## src/rtl/bsg_pkg.sv

```systemverilog
`timescale 1ns/1ps
package bsg_pkg;
  localparam int CODE_W = 4;

  typedef struct packed {
    logic              sync_mode;
    logic [1:0]        lane_sel;
    logic [1:0]        dir_sel;
    logic              on_ds;
    logic [CODE_W-1:0] wait_code;
    logic [1:0]        space_sel;
    logic [2:0]        irq_lvl;
    logic              autovec;
  } sel_opt_t;

  localparam logic [CODE_W-1:0] WAIT_FAST = 4'hE;
  localparam logic [CODE_W-1:0] WAIT_EXT  = 4'hF;
  localparam logic [2:0]        FC_CPU    = 3'd7;

  function automatic logic space_ok(input logic [1:0] sel, input logic [2:0] fc);
    logic usr, sup;
    usr = (fc == 3'd1) || (fc == 3'd2);
    sup = (fc == 3'd5) || (fc == 3'd6);
    unique case (sel)
      2'b00:   space_ok = (fc == FC_CPU);
      2'b01:   space_ok = usr;
      2'b10:   space_ok = sup;
      default: space_ok = usr | sup;
    endcase
  endfunction
endpackage

```

## src/rtl/bsg_access_qual.sv

```systemverilog
`timescale 1ns/1ps
module bsg_access_qual
  import bsg_pkg::*;
#(
  parameter int LANES = 2
) (
  input  logic             addr_hit_i,
  input  logic             rd_i,
  input  logic [LANES-1:0] lane_i,
  input  logic [2:0]       fc_i,
  input  logic [1:0]       dir_sel_i,
  input  logic [LANES-1:0] lane_sel_i,
  input  logic [1:0]       space_sel_i,
  output logic             qual_o
);
  logic [LANES-1:0] lane_hit;
  logic             dir_ok;

  for (genvar l = 0; l < LANES; l++) begin : g_lane
    assign lane_hit[l] = lane_sel_i[l] & lane_i[l];
  end

  // dir_sel bit 0 enables reads, bit 1 writes
  assign dir_ok = rd_i ? dir_sel_i[0] : dir_sel_i[1];
  assign qual_o = addr_hit_i & dir_ok & (|lane_hit) & space_ok(space_sel_i, fc_i);
endmodule

```

## src/rtl/bsg_cycle_ctl.sv

```systemverilog
`timescale 1ns/1ps
module bsg_cycle_ctl (
  input  logic clk_i,
  input  logic rst_ni,
  input  logic as_i,
  input  logic ds_i,
  input  logic eclk_en_i,
  input  logic qual_i,
  input  logic sync_i,
  input  logic on_ds_i,
  output logic start_o,
  output logic active_o,
  output logic cs_o
);
  logic armed_q, active_q, cs_q;
  logic cs_set;

  assign start_o = as_i & armed_q & qual_i;

  always_comb begin
    if (sync_i)       cs_set = active_q & eclk_en_i;
    else if (on_ds_i) cs_set = ds_i;
    else              cs_set = 1'b1;
  end

  always_ff @(posedge clk_i or negedge rst_ni) begin
    if (!rst_ni) begin
      armed_q  <= 1'b0;
      active_q <= 1'b0;
      cs_q     <= 1'b0;
    end else if (!as_i) begin
      armed_q  <= 1'b1;
      active_q <= 1'b0;
      cs_q     <= 1'b0;
    end else begin
      if (armed_q) armed_q <= 1'b0;
      if (start_o) active_q <= 1'b1;
      if ((start_o | active_q) & cs_set) cs_q <= 1'b1;
    end
  end

  assign active_o = active_q;
  assign cs_o     = cs_q;

  assert_cs_drop_R10: assert property (@(posedge clk_i) disable iff (!rst_ni)
    !as_i |=> !cs_o);
  assert_rearm_R11: assert property (@(posedge clk_i) disable iff (!rst_ni)
    $rose(active_q) |-> !$past(as_i, 2));
  assert_qual_R2: assert property (@(posedge clk_i) disable iff (!rst_ni)
    $rose(active_q) |-> $past(qual_i));
  assert_ds_timed_R6: assert property (@(posedge clk_i) disable iff (!rst_ni)
    (!sync_i && on_ds_i && $rose(cs_q)) |-> $past(ds_i));
  assert_eclk_timed_R12: assert property (@(posedge clk_i) disable iff (!rst_ni)
    (sync_i && $rose(cs_q)) |-> $past(eclk_en_i));
endmodule

```

## src/rtl/bsg_wait_timer.sv

```systemverilog
`timescale 1ns/1ps
module bsg_wait_timer
  import bsg_pkg::*;
#(
  parameter int CW = CODE_W
) (
  input  logic          clk_i,
  input  logic          rst_ni,
  input  logic          as_i,
  input  logic          start_i,
  input  logic          sync_i,
  input  logic          eclk_en_i,
  input  logic          cs_i,
  input  logic [CW-1:0] code_i,
  output logic          term_o
);
  localparam int CNT_W = CW + 1;

  logic [CNT_W-1:0] cnt_q, load;
  logic             run_q, term_q;

  // fast code loads zero: terminate one edge after start
  assign load = (code_i == WAIT_FAST) ? '0 : {1'b0, code_i} + 1'b1;

  always_ff @(posedge clk_i or negedge rst_ni) begin
    if (!rst_ni) begin
      cnt_q  <= '0;
      run_q  <= 1'b0;
      term_q <= 1'b0;
    end else if (!as_i) begin
      cnt_q  <= '0;
      run_q  <= 1'b0;
      term_q <= 1'b0;
    end else if (start_i) begin
      cnt_q <= load;
      run_q <= (code_i != WAIT_EXT);
    end else if (run_q) begin
      if (sync_i) begin
        if (cs_i && eclk_en_i) begin
          term_q <= 1'b1;
          run_q  <= 1'b0;
        end
      end else if (cnt_q == '0) begin
        term_q <= 1'b1;
        run_q  <= 1'b0;
      end else begin
        cnt_q <= cnt_q - 1'b1;
      end
    end
  end

  assign term_o = term_q;

  assert_term_drop_R10: assert property (@(posedge clk_i) disable iff (!rst_ni)
    !as_i |=> !term_o);
  assert_ext_silent_R9: assert property (@(posedge clk_i) disable iff (!rst_ni)
    $rose(term_o) |-> ($past(code_i) != WAIT_EXT));
  assert_fast_term_R8: assert property (@(posedge clk_i) disable iff (!rst_ni)
    (start_i && !sync_i && code_i == WAIT_FAST) ##1 as_i |=> term_o);
endmodule

```

## src/rtl/bus_select_gen.sv

```systemverilog
`timescale 1ns/1ps
module bus_select_gen
  import bsg_pkg::*;
(
  input  logic        clk_i,
  input  logic        rst_ni,
  input  logic [15:0] opt_i,
  input  logic        addr_hit_i,
  input  logic        as_i,
  input  logic        ds_i,
  input  logic        rd_i,
  input  logic [1:0]  lane_i,
  input  logic [2:0]  fc_i,
  input  logic        iack_i,
  input  logic [2:0]  iack_lvl_i,
  input  logic        eclk_en_i,
  output logic        cs_o,
  output logic        ack_o,
  output logic        avec_o
);
  sel_opt_t opt;
  logic     qual, start, active, cs, term, iack_hit, iack_q;

  assign opt = sel_opt_t'(opt_i);

  bsg_access_qual #(.LANES(2)) u_qual (
    .addr_hit_i (addr_hit_i),
    .rd_i       (rd_i),
    .lane_i     (lane_i),
    .fc_i       (fc_i),
    .dir_sel_i  (opt.dir_sel),
    .lane_sel_i (opt.lane_sel),
    .space_sel_i(opt.space_sel),
    .qual_o     (qual)
  );

  bsg_cycle_ctl u_ctl (
    .clk_i    (clk_i),
    .rst_ni   (rst_ni),
    .as_i     (as_i),
    .ds_i     (ds_i),
    .eclk_en_i(eclk_en_i),
    .qual_i   (qual),
    .sync_i   (opt.sync_mode),
    .on_ds_i  (opt.on_ds),
    .start_o  (start),
    .active_o (active),
    .cs_o     (cs)
  );

  bsg_wait_timer #(.CW(CODE_W)) u_timer (
    .clk_i    (clk_i),
    .rst_ni   (rst_ni),
    .as_i     (as_i),
    .start_i  (start),
    .sync_i   (opt.sync_mode),
    .eclk_en_i(eclk_en_i),
    .cs_i     (cs),
    .code_i   (opt.wait_code),
    .term_o   (term)
  );

  assign iack_hit = iack_i & (fc_i == FC_CPU) & (iack_lvl_i == opt.irq_lvl) & opt.autovec;

  always_ff @(posedge clk_i or negedge rst_ni) begin
    if (!rst_ni)    iack_q <= 1'b0;
    else if (start) iack_q <= iack_hit;
  end

  assign cs_o   = cs;
  assign ack_o  = term & ~iack_q;
  assign avec_o = term & iack_q;

  assert_avec_enabled_R13: assert property (@(posedge clk_i) disable iff (!rst_ni)
    $rose(avec_o) |-> $past(opt.autovec));
  assert_term_in_cycle_R10: assert property (@(posedge clk_i) disable iff (!rst_ni)
    (ack_o || avec_o) |-> active);
endmodule

```

## config.mk

```make
export PLATFORM = sky130hd
export DESIGN_NAME = bus_select_gen
export DESIGN_NICKNAME = d
export VERILOG_FILES = /design/src/rtl/bsg_pkg.sv /design/src/rtl/bsg_access_qual.sv /design/src/rtl/bsg_cycle_ctl.sv /design/src/rtl/bsg_wait_timer.sv /design/src/rtl/bus_select_gen.sv
export SDC_FILE = /design/constraint.sdc
export NUM_CORES = 1
export LEC_CHECK = 0
export BUFFER_PORTS_ARGS = -buffer_cell sky130_fd_sc_hd__buf_2
export CORE_MARGIN = 2
export CORE_UTILIZATION = 40
export DETAILED_ROUTE_END_ITERATION = 7
export PLACE_DENSITY_LB_ADDON = 0.1
export SYNTH_ARGS = -nofsm -noshare
export SYNTH_HDL_FRONTEND = slang
export SYNTH_SLANG_ARGS = --single-unit
```

## constraint.sdc

```tcl
create_clock -name clk_i -period 3.7 [get_ports clk_i]
set_input_delay 0.925 -clock clk_i [delete_from_list [all_inputs] [get_ports clk_i]]
set_output_delay 0.925 -clock clk_i [all_outputs]
set_load 0.02 [all_outputs]
```

==> results by group, run 1 <==
Detailed routing
  – DRT Pass-1 Iters: 4
  – Avg WL per Cell: 12.2 um
  – Final ANT Viol Nets: 0
  – Via count: 748
  – Drt total wl: 1.78 mm
  – DR iter-0 viols: 12
  – Post-route DRC violation count: 0
  – Drt via density: about 5.1

Final layout
  – Ant diodes: 0
  – FILL cells: 198
  – Layout cells sized above 1: between 30% and 40%
  – Area grow syn2layout: 26.7%
  – Finished Layout Cells: 146
  – # nets final: roughly 150

Timing
  – Setup_tns: 0 ns
  – Final hold vios: 0
  – Hold WS: approximately 0.5 ns
  – Period utilization: about three fifths
  – Fmax: about 450 MHz
  – # setup viols final: 0
  – Slew Viols, Final: 0
  – Minimum clock period: 2.24 ns
  – RSZ-0062 raised after global routing: false
  – Slew @ Worst Pin: roughly 0.47 ns
  – Slew headroom: 68.5%
  – Clk_skew: 0.00340 ns
  – Setup ws final: about 1.5 ns

Pwr
  – PwrDens: about 250 nW/um^2
  – Leakage: between 0.4 and 0.5 nW
  – IR drop worst, VDD: around 0.00020 V
  – Total Power: roughly 0.26 mW

Floorplan
  – Initial Utilization: 41.3%
  – DIE AREA: about 2400 sq um
  – I/O pin count: 35
  – DIE HEIGHT: approximately 49 um
  – Core Region: 1920 sq um
  – # rows: 16
  – Die W: 48.5 um

Placement
  – Pre-CTS setup slack: roughly 1.2 ns
  – Port Buffers: 34
  – Placed cells: about 140
  – Hpwl dp: roughly 1.4 mm
  – GP Congestion: ~0.77

Logic synthesis
  – Sequential share of the synthesized area: about a third
  – Most common cell in the netlist: dfrtp_1
  – Post-Syn Area: about 800 sq um
  – Post-Syn Instances: between 80 and 90
  – Syn. warnings: 0
  – Asr flop ratio synth: between 90% and 100%
  – Top post-synthesis cells by count: dfrtp_1 (11), nand2_1 (8), xnor2_1 (8)
  – Unique masters post-synth: 34
  – Largest area contributor in the synthesized netlist: dfrtp_1
  – Syn avg cell area: roughly 9.6 sq um
  – Dominant cells by area after synthesis: dfrtp_1 (35%), xnor2_1 (8.8%), mux2i_1 (3.8%)
  – Post-Synthesis Net Count: approximately 120
  – Post-synth top area share: between 30% and 40%
  – Post-synth EDFFs: 0
  – Register bit count reported by yosys: 11
  – Post-synth top flop: dfrtp_1

Clock network
  – Clock slew at reported path FFs: roughly 0.070 ns
  – Max clock buf depth: 2
  – # hold bufs at CTS: 0
  – Num CTS Buffers: 3
  – TritonCTS clock tree: built
  – Post-CTS Setup Inserts: 0
  – Clk sinks: 11
  – Post-CTS sizing: 0
  – H-tree levels: 1
  – Worst skew pair latency: ~0.27 ns
  – CTS root buf: clkbuf_4

Worst setup path
  – Startpoint types: primary input
  – Worst Setup End Kind: flop
  – CP Class: in2reg
  – CP max FO: 9
  – Worst EP required: slightly below 4 ns
  – Reg2Reg Depth: 4
  – Crit path DAT: 2.40 ns

Run status
  – Outcome: completed

Global route
  – Pin count of the biggest net entering global routing: 12
  – Number of global-route vias before repair: 721
  – Gr usage total: 16.6%
  – Total gr overflow: 0
  – Initial antenna violation count: 0
  – First-pass GRT wire length: a little over 3 mm

Flow run
  – Max Cap Viol: 0

Hold path
  – Hold Crit Class: in2async
==> cell usage in the layout, fill, tap and decap left out, drive strengths merged, types with 3 or more instances in the layout <==
master,n
a21oi,4
a31oi,3
buf,34
clkbuf,4
dfrtp,11
inv,4
mux2i,3
nand2,8
nand3,6
nor2,3
nor3,3
o21a,3
xnor2,8
==> layout make-up <==
type                    count  area [sq um]  area share (%)
clock buffers               4          26.3            2.62
flip-flops and latches     11           275            27.4
well taps                  27          33.8            3.36
inverters                   4          15.0            1.49
repair buffers             34           170            16.9
multi-input cells          66           484            48.2
==> path summary, 6_finish.rpt <==
path	slack (ns)	from	endpoint
worst min register to register	0.51	u_timer.term_o	u_timer.term_o
max in group asynchronous	2.98	rst_ni	iack_q
min in group clk_i	0.51	u_timer.term_o	u_timer.term_o
worst min-delay path	0.51	rst_ni	u_timer.cnt_q[3]
worst max register to register	1.96	u_ctl.armed_q	iack_q
worst max-delay path	1.46	as_i	iack_q
==> per-layer routing <==
layer  global-route usage [%]  part of all wire (%)
met1                     20.8                    45
met3                     2.78                   7.7
met5                        0                     0
met2                     27.5                    46
met4                     8.57                   1.9
==> kinds of logic after synthesis <==
family,share of synthesized area [%]
muxes,5.21
xor gates and xnor gates,9.94
adders and majority gates,3.15
DFF,34.7
AOI/OAI and AO/OA,21.5
buffers and inverters,4.26
and+or+nand+nor,21.3
==> metrics by stage <==
step | cell area (sq um) | utilization (%)
floorplan | 793 | -
global placement | 978 | 50.9
detailed placement | 978 | 50.9
CTS | 1000 | 52.3
global route | 1000 | 52.3
finish | 1000 | 52.3
==> critical path, stage by stage <==
cell,delay [ns]
buf_2,0.15
nand3_1,0.10
nor3_2,0.39
and2_1,0.46
mux2_1,0.37
==> flip-flops by register name (all words and copies together) (netlist names) <==
signal          flops
u_timer.term_o      1
u_timer.cnt_q       5
u_timer.run_q       1
u_ctl.active_o      1
iack_q              1
u_ctl.armed_q       1
u_ctl.cs_o          1
==> power by group <==
| group | switching [mW] | internal [mW] |
|---|---|---|
| Sequential | 0.000800 | 0.122 |
| Combinational | 0.0253 | 0.0240 |
| Clock | 0.0419 | 0.0418 |
Note: power is estimated with default switching activity, not from simulation.
==> run 2, diff against run 1 <==
==> constraint.sdc (replaced) <==
create_clock -name clk_i -period 1.95 [get_ports clk_i]
set_input_delay 0.4875 -clock clk_i [delete_from_list [all_inputs] [get_ports clk_i]]
set_output_delay 0.4875 -clock clk_i [all_outputs]
set_load 0.02 [all_outputs]
==> results by group, run 2 (same netlist as run 1, synthesis figures left out) <==
Run status
  – Outcome: completed

Worst setup path
  – Crit path DAT: around 1.9 ns
  – Worst EP required: 2.10 ns
  – Critical path buffers and inverters: 1
  – Critical Path Max Stage Delay: 0.51 ns
  – Crit-path slowest cell: or4b_4
  – CP Class: reg2reg
  – CP max FO: 7
  – Reg2Reg Depth: 6
  – Largest delay share family, worst path: simple AND/OR/NAND/NOR gates
  – Worst reg2reg endpoint: u_timer.run_q
  – Startpoint types: flop
  – Worst Setup End Kind: flop
  – R2r setup slk: 0.23 ns
  – Crit-path cells: inv_1 -> ha_1 -> or4b_4 -> nor2_1 -> a31oi_1 -> a32o_1
  – FF-to-FF Start: u_timer.cnt_q[0]

Pwr
  – IR drop worst, VDD: 0.000351 V
  – Sequential power share: 48.2%
  – Leakage: 0.494 nW
  – Clock share of power: 31.5%
  – Sw power: 0.123 mW
  – Logic pwr share: about a fifth
  – Net Sw Frac: about 26%
  – PwrDens: 469 nW/um^2
  – Internal power: 0.358 mW

Detailed routing
  – Avg WL per Cell: 11.8 um
  – Drt via density: between 5 and 6
  – DRT Pass-1 Iters: 4
  – Drt total wl: about 1.8 mm
  – Final ANT Viol Nets: 0
  – DR iter-0 viols: 16
  – Via count: slightly below 800
  – Post-route DRC violation count: 0

Clock network
  – Clock slew at reported path FFs: ~0.070 ns
  – Post-CTS sizing: 0
  – Clk sinks: 11
  – CTS root buf: clkbuf_4
  – Num CTS Buffers: 3
  – H-tree levels: 1
  – TritonCTS clock tree: built
  – Max clock buf depth: 2
  – Worst skew pair latency: 0.26 ns
  – # hold bufs at CTS: 0
  – Post-CTS Setup Inserts: 0

Timing
  – Final hold vios: 0
  – Slew Viols, Final: 0
  – Minimum clock period: between 1.5 and 2 ns
  – Clk_skew: around 0.0024 ns
  – Slew headroom: between 70 and 80%
  – Slew @ Worst Pin: ~0.4 ns
  – # setup viols final: 0
  – Period utilization: 88.5%
  – RSZ-0062 raised after global routing: false
  – Setup ws final: around 0.23 ns
  – Fmax: slightly below 600 MHz
  – Setup_tns: 0 ns

Final layout
  – Util after Layout: between 50% and 60%
  – Max reg flops: 5
  – Most frequent cells in the layout: buf_2 (34), dfrtp_1 (11), xnor2_1 (8), nand2_1 (8), nand3_1 (6)
  – Ant diodes: 0
  – Most common cell after layout, fill and taps aside: buf_2
  – Layout cells sized above 1: 36.9%
  – # nets final: 157
  – FILL cells: 190
  – Area grow syn2layout: 29.5%
  – Biggest register: u_timer.cnt_q

Floorplan
  – I/O pin count: 35
  – # rows: 16
  – Die W: ~49 um
  – DIE HEIGHT: a little under 50 um
  – Core Region: between 1500 and 2000 sq um
  – DIE AREA: 2360 sq um
  – Initial Utilization: between 40% and 50%

Global route
  – Initial antenna violation count: 0
  – First-pass GRT wire length: 3.22 mm
  – Total gr overflow: 0
  – Number of global-route vias before repair: between 700 and 800
  – Gr usage total: approximately 17%
  – Pin count of the biggest net entering global routing: 12

Placement
  – Pre-CTS setup slack: about 0.23 ns
  – GP Congestion: about 0.74
  – Port Buffers: 34

Hold path
  – Hold Crit Class: in2async

Flow run
  – Max Cap Viol: 0
run 2: changes by cell type in the layout (fill, tap and decap cells not counted):
cell / previous run / this run
buf_4: 0 / 3
run 2: power groups by stage:
| stage | sequential, mW | clock, mW | combinational (mW) |
|---|---|---|---|
| final | 0.232 | 0.152 | 0.0976 |
| after floorplan | 0.237 | 0 | 0.0442 |
| after global routing | 0.232 | 0.174 | 0.111 |
| after global placement | 0.237 | 0 | 0.0965 |
| after detailed placement | 0.237 | 0 | 0.0980 |
| after CTS | 0.232 | 0.156 | 0.0984 |
run 2: through the flow:
| stage | power [mW] | cells | area [sq um] | hold slack [ns] |
|---|---|---|---|---|
| 6_report | 0.482 | 149 | 1030 | 0.0793 |
| 5_1_grt | 0.518 | 149 | 1030 | 0.0902 |
| 4_1_cts | 0.487 | 149 | 1030 | 0.0903 |
| 3_5_place_dp | 0.335 | 145 | 1000 | 0.373 |
| 3_3_place_gp | 0.333 | 145 | 1000 | 0.374 |
| 2_1_floorplan | 0.281 | 83 | 793 | 0.192 |
run 2: worst max-delay path by stage:
stage / from / to / slack [ns] / cells after the start
after floorplan: fc_i[2] / iack_q / 0.25 / 5
after global placement: u_timer.cnt_q[0] / u_timer.run_q / 0.24 / 6
after detailed placement: u_timer.cnt_q[0] / u_timer.run_q / 0.23 / 6
after CTS: u_timer.cnt_q[0] / u_timer.run_q / 0.23 / 6
after global routing: u_timer.cnt_q[0] / u_timer.run_q / 0.12 / 6
final: u_timer.cnt_q[0] / u_timer.run_q / 0.23 / 6
run 2: area by class of cell:
cell class              instances  area [sq um]  share of cell area (%)
well taps                      27          33.8                    3.29
multi-input cells              66           484                    47.1
repair buffers                 37           193                    18.8
inverters                       4          15.0                    1.46
clock buffers                   4          26.3                    2.56
flip-flops and latches         11           275                    26.8
run 2: metal layers:
metal | part of all wire (%) | up-vias | track usage, %
met3 | 7.7 | 2 | 2.78
met2 | 48 | 30 | 29.4
met5 | 0 | - | 0
met1 | 44 | 363 | 21.5
li1 | - | 389 | -
met4 | 0.68 | 0 | 5.71
